File: src/rtl/secmon_pkg.sv
package secmon_pkg;

  typedef enum logic [4:0] {
    MS_START  = 5'h00,
    MS_WIPE   = 5'h05,
    MS_HEALTH = 5'h06,
    MS_FAIL   = 5'h09,
    MS_SECURE = 5'h0A,
    MS_NONSEC = 5'h0C
  } mon_state_e;

  localparam logic [1:0] A_CMD   = 2'd0;
  localparam logic [1:0] A_SQBEG = 2'd1;
  localparam logic [1:0] A_SQEND = 2'd2;
  localparam logic [1:0] A_SQCHK = 2'd3;

  localparam int CB_ALARM = 0;
  localparam int CB_IEN   = 1;
  localparam int CB_BBCLR = 2;
  localparam int CB_ICLR  = 3;
  localparam int CB_LOCK  = 4;

  localparam int SEQ_LAST = 2;

  // address that step n of the unlock sequence must hit
  function automatic logic [1:0] seq_addr(input logic [1:0] step);
    return step + 2'd1;
  endfunction

  // pattern that step n of the unlock sequence must carry
  function automatic logic [15:0] seq_word(input logic [1:0] step);
    return (step == 2'd0) ? 16'hAAAA : 16'h5555;
  endfunction

endpackage

File: src/rtl/secmon_seqchk.sv
module secmon_seqchk
  import secmon_pkg::*;
#(
  parameter int DATA_W = 16
) (
  input  logic              clk,
  input  logic              rst_n,
  input  logic              active,
  input  logic              wr_en,
  input  logic [1:0]        wr_addr,
  input  logic [DATA_W-1:0] wr_data,
  output logic              seq_pass,
  output logic              seq_fail
);

  logic [1:0] step_q;
  logic       seq_wr;
  logic       hit;

  assign seq_wr   = wr_en && active && (wr_addr != A_CMD);
  assign hit      = seq_wr && (wr_addr == seq_addr(step_q)) &&
                    (wr_data == DATA_W'(seq_word(step_q)));
  assign seq_pass = hit && (step_q == 2'(SEQ_LAST));
  assign seq_fail = seq_wr && !hit;

  always_ff @(posedge clk or negedge rst_n) begin
    if (!rst_n)                    step_q <= 2'd0;
    else if (!active)              step_q <= 2'd0;
    else if (seq_fail || seq_pass) step_q <= 2'd0;
    else if (hit)                  step_q <= step_q + 2'd1;
  end

endmodule

File: src/rtl/secmon_fsm.sv
module secmon_fsm
  import secmon_pkg::*;
#(
  parameter int ZERO_WORDS = 16
) (
  input  logic       clk,
  input  logic       rst_n,
  input  logic       alarm,
  input  logic       seq_pass,
  input  logic       seq_fail,
  output mon_state_e state_q,
  output logic       state_chg,
  output logic       wipe_done
);

  localparam int CW = (ZERO_WORDS > 1) ? $clog2(ZERO_WORDS) : 1;
  localparam logic [CW-1:0] WIPE_LAST = CW'(ZERO_WORDS - 1);

  mon_state_e    nxt;
  logic [CW-1:0] wcnt_q;

  assign wipe_done = (state_q == MS_WIPE) && (wcnt_q == WIPE_LAST);

  always_comb begin
    nxt = state_q;
    unique case (state_q)
      MS_START:  nxt = MS_WIPE;
      MS_WIPE:   if (wipe_done) nxt = MS_HEALTH;
      MS_HEALTH: begin
        if (seq_pass)      nxt = MS_SECURE;
        else if (seq_fail) nxt = MS_NONSEC;
      end
      default:   nxt = state_q;
    endcase
    if (alarm) nxt = MS_FAIL;
  end

  assign state_chg = (nxt != state_q);

  always_ff @(posedge clk or negedge rst_n) begin
    if (!rst_n) begin
      state_q <= MS_START;
      wcnt_q  <= '0;
    end else begin
      state_q <= nxt;
      wcnt_q  <= (state_q == MS_WIPE && !wipe_done) ? wcnt_q + CW'(1) : '0;
    end
  end

endmodule

File: src/rtl/secmon_ctl.sv
module secmon_ctl
  import secmon_pkg::*;
(
  input  logic       clk,
  input  logic       rst_n,
  input  logic       cmd_wr,
  input  logic [4:0] cmd_bits,
  input  logic       state_chg,
  output logic       ien_q,
  output logic       irq_q,
  output logic       bb_q,
  output logic       clr_req
);

  logic lock_q;

  assign clr_req = cmd_wr && cmd_bits[CB_ICLR];

  always_ff @(posedge clk or negedge rst_n) begin
    if (!rst_n) begin
      ien_q  <= 1'b0;
      lock_q <= 1'b0;
      irq_q  <= 1'b0;
      bb_q   <= 1'b0;
    end else begin
      if (cmd_wr && !lock_q)          ien_q  <= cmd_bits[CB_IEN];
      if (cmd_wr && cmd_bits[CB_LOCK]) lock_q <= 1'b1;
      if (state_chg && ien_q)         irq_q  <= 1'b1;
      else if (clr_req)               irq_q  <= 1'b0;
      bb_q <= cmd_wr && cmd_bits[CB_BBCLR];
    end
  end

endmodule

File: src/rtl/secmon_top.sv
module secmon_top
  import secmon_pkg::*;
#(
  parameter int DATA_W     = 16,
  parameter int ZERO_WORDS = 16
) (
  input  logic              clk,
  input  logic              rst_n,
  input  logic              wr_en,
  input  logic [1:0]        wr_addr,
  input  logic [DATA_W-1:0] wr_data,
  input  logic              tamper_i,
  output logic [4:0]        state_o,
  output logic              irq_o,
  output logic              cipher_en_o,
  output logic              key_secret_o,
  output logic              bitbank_clr_o
);

  mon_state_e st;
  logic       cmd_wr;
  logic       alarm_req;
  logic       seq_pass;
  logic       seq_fail;
  logic       state_chg;
  logic       wipe_done;
  logic       ien_q;
  logic       clr_req;

  assign cmd_wr    = wr_en && (wr_addr == A_CMD);
  assign alarm_req = (cmd_wr && wr_data[CB_ALARM]) || tamper_i;

  secmon_seqchk #(.DATA_W(DATA_W)) u_seq (
    .clk(clk), .rst_n(rst_n), .active(st == MS_HEALTH),
    .wr_en(wr_en), .wr_addr(wr_addr), .wr_data(wr_data),
    .seq_pass(seq_pass), .seq_fail(seq_fail)
  );

  secmon_fsm #(.ZERO_WORDS(ZERO_WORDS)) u_fsm (
    .clk(clk), .rst_n(rst_n), .alarm(alarm_req),
    .seq_pass(seq_pass), .seq_fail(seq_fail),
    .state_q(st), .state_chg(state_chg), .wipe_done(wipe_done)
  );

  secmon_ctl u_ctl (
    .clk(clk), .rst_n(rst_n), .cmd_wr(cmd_wr), .cmd_bits(wr_data[4:0]),
    .state_chg(state_chg), .ien_q(ien_q), .irq_q(irq_o),
    .bb_q(bitbank_clr_o), .clr_req(clr_req)
  );

  assign state_o      = st;
  assign cipher_en_o  = (st == MS_SECURE) || (st == MS_NONSEC);
  assign key_secret_o = (st == MS_SECURE);

endmodule

File: config.mk
export PLATFORM = sky130hd
export DESIGN_NAME = secmon_top
export DESIGN_NICKNAME = d
export VERILOG_FILES = /design/src/rtl/secmon_pkg.sv /design/src/rtl/secmon_seqchk.sv /design/src/rtl/secmon_fsm.sv /design/src/rtl/secmon_ctl.sv /design/src/rtl/secmon_top.sv
export SDC_FILE = /design/constraint.sdc
export NUM_CORES = 1
export LEC_CHECK = 0
export CORE_MARGIN = 2
export CORE_UTILIZATION = 50
export DETAILED_ROUTE_END_ITERATION = 7
export DONT_BUFFER_PORTS = 1
export HOLD_SLACK_MARGIN = 0.06
export SYNTH_ARGS = -nofsm -noshare
export SYNTH_HDL_FRONTEND = slang
export SYNTH_SLANG_ARGS = --single-unit
File: constraint.sdc
create_clock -name clk -period 3.3 [get_ports clk]
set_input_delay 0.495 -clock clk [delete_from_list [all_inputs] [get_ports clk]]
set_output_delay 0.495 -clock clk [all_outputs]
set_load 0.02 [all_outputs]
==> summary.md <==
| Metric | Value |
|---|---|
| Die footprint | 2294 sq um |
| Syn Area/Cell | 9.089 sq um |
| Critical Path RT | 2800 ps |
| Fin crit share | 71.71% |
| Synth area leaders | dfrtp_1 39%, nor2_1 7.0%, nor4bb_1 6.2% |
| Hold path startpoint | wr_data[1] |
| Critical Path Start | u_fsm.state_q[0] |
| Commonest non-fill, non-tap cell in the layout | nor2_1 |
| PortBufs | 0 |
| Status | complete, no violations |
| Largest fanout on the critical path | 10 |
| Cells after synthesis | 106 |
| Share of cells above drive strength 1 | 11.82% |
| Worst Setup EP | key_secret_o |
| Final Hold Fails | 0 |
| Gr usage total | 18.65% |
| GR Layer Usage met3 | 3.019% |
| Initial DRC count | 13 |
| Crit Path Category | register to output port |
| H-tree levels | 1 |
| Vias in the first global route | 746 |
| R2r setup slk | 1190 ps |
| CP Launch Type | register |
| GR met2 Demand/Resource | 33.07% |
| Initial antenna violation count | 0 |
| Fin nets | 136 |
| Synth Register Bits | 15 |
| Yosys top cell by area | dfrtp_1 |
| Resized cells post-CTS | 0 |
| Reg-to-Reg Start | u_fsm.state_q[0] |
| Unrepaired setup endpoints after global routing | false |
| First-pass GRT wire length | 3049 microns |
| WL final | 2014 microns |
| RD Place Congestion | 0.7945 |
| Met1 usage | 23.42% |
| PD cells | 310.4 nW/um^2 |
| Sequential area share after synthesis | 38.96% |
| Reg2Reg Capture Point | u_ctl.irq_q |
| DR vias/cell | 5.896 |
| Global route overflow | 0 |
| Reg2reg path depth | 5 |
| Arrival time worst endpoint | 1870 ps |
| Reg clk slew, reported paths | 90 ps |
| # rows | 15 |
| Post-Route Skew | 1.072 ps |
| Dpl ws | 1188 ps |
| Hold depth | 1 |
| Max-cap violation count | 0 |
| WL per Instance | 14.92 microns |
| Root Buffer | clkbuf_4 |
| Setup Fix Bufs, Post-CTS | 0 |
| Ports | 31 |
| Final min period | 2366 ps |
| Share of the synthesized area in the top cell type | 38.96% |
| Final worst slack | 933.7 ps |
| Setup violators final | 0 |
| DR DRC count | 0 |
| CTS Buf Count | 3 |
| Antenna Cells | 0 |
| Starting density of the core | 54.61% |
| Synth warn | 0 |
| Worst-Skew Late Latency | 280 ps |
| Vias post-DR | 796 |
| Die X | 47.90 microns |
| Core area | 1764 sq um |
| CTS tree | done |
| Inst Count DP | 130 |
| Clock buffer depth | 2 |
| Number of synthesized flops with an enable pin | 0 |
| Pleak | 0.0003887 uW |
| IR Drop Worst-Case VDD | 0.2843 mV |
| Ys flop type | dfrtp_1 |
| Setup TNS | 0 ps |
| Die height | 47.90 microns |
| Hold_ws | 362.8 ps |
| Gr busiest metal | met2 |
| Antenna-violating nets left | 0 |
| Async set-or-reset flop fraction in the synthesized netlist | 100.0% |
| FMAX | 422.6 MHz |
| Distinct cells, synth | 34 |
| Hold crit path type | input port to register |
| Drt first pass iters | 4 |
| Slew @ Worst Pin | 691.1 ps |
| # clock sinks | 15 |
| Post-synth net total | 131 |
| Synth Cell Area | 963.4 sq um |
| Final HPWL DP | 1576 microns |
| Largest net degree at the start of global routing | 16 |
| Hold_buf cts | 1 |
| Area grow syn2layout | 6.883% |
| Worst Setup End Kind | output port |
| Most frequent cells in the layout | 18 x nor2_1, 15 x dfrtp_1, 7 x nand2_1 |
| Max-slew violations | 0 |
| Slew headroom | 53.77% |
| Layout Cells excl Fill | 135 |
-- synthesized netlist by cell type, types with 2 or more instances --
cell	count
xnor2_1	5
ha_1	3
o21ai_0	5
nor4bb_1	6
nor3_1	2
a21oi_1	3
nor3b_1	2
dfrtp_1	15
a31o_2	2
nand4b_1	3
a31oi_1	3
nor2_1	18
nand2_1	7
xor2_1	2
or3_1	2
buf_2	2
nand3_1	4
nor2b_1	2
inv_1	5
-- per-layer routing --
layer | share of wire (%) | wire length (microns) | vias up
met2 | 47 | 954 | 22
met4 | 1.1 | 22 | 0
li1 | - | - | 392
met3 | 7.4 | 149 | 4
met1 | 44 | 888 | 378
met5 | 0 | 0 | -
-- stage by stage --
step	utilization [%]	cell area, sq um	power (uW)
6_report	58.37	1030	319.6
5_1_grt	58.37	1030	337.0
4_1_cts	58.37	1030	327.4
3_5_place_dp	56.24	992.2	216.8
3_3_place_gp	56.24	992.2	216.5
2_1_floorplan	-	963.4	213.3
-- logic make-up after synthesis --
logic type | Yosys count | share of synthesized area [%]
adders and majority gates | 3 | 3.897
and+or+nand+nor | 56 | 34.29
muxes | 1 | 1.169
AOI/OAI and AO/OA | 17 | 12.34
xor gates and xnor gates | 7 | 6.364
DFF | 15 | 38.96
buffers and inverters | 7 | 2.987
-- critical path: stages (launching register included) --
cell     delay, ps
dfrtp_1        560
or3b_4         470
nor3b_1        550
-- cell type report --
| cell class | count | area, sq um |
|---|---|---|
| clock buffer | 3 | 22.52 |
| clock inverter | 1 | 5.005 |
| fill | 180 | 734.5 |
| inverter | 5 | 18.77 |
| multi-input combinational | 84 | 559.3 |
| sequential | 15 | 375.4 |
| tap | 25 | 31.28 |
| timing repair buffer | 2 | 17.52 |
-- sequential cells by signal (all words and copies together) (netlist names) --
| signal | cells |
|---|---|
| u_ctl.irq_q | 1 |
| u_seq.step_q | 2 |
| u_ctl.ien_q | 1 |
| u_ctl.bb_q | 1 |
| u_fsm.state_q | 5 |
| u_ctl.lock_q | 1 |
| u_fsm.wcnt_q | 4 |
-- report_power, final --
group	switching (uW)	internal, uW
sequential	2.72	189
clock	57.8	45.0
combinational	11.8	13.2
-- worst min-delay path by stage --
stage,end
final,u_ctl.ien_q
after floorplan,u_ctl.bb_q
after global placement,u_fsm.state_q[2]
after CTS,u_ctl.ien_q
after detailed placement,u_fsm.state_q[2]
after global routing,u_ctl.lock_q
No activity file was read; power rests on OpenSTA's default activity.
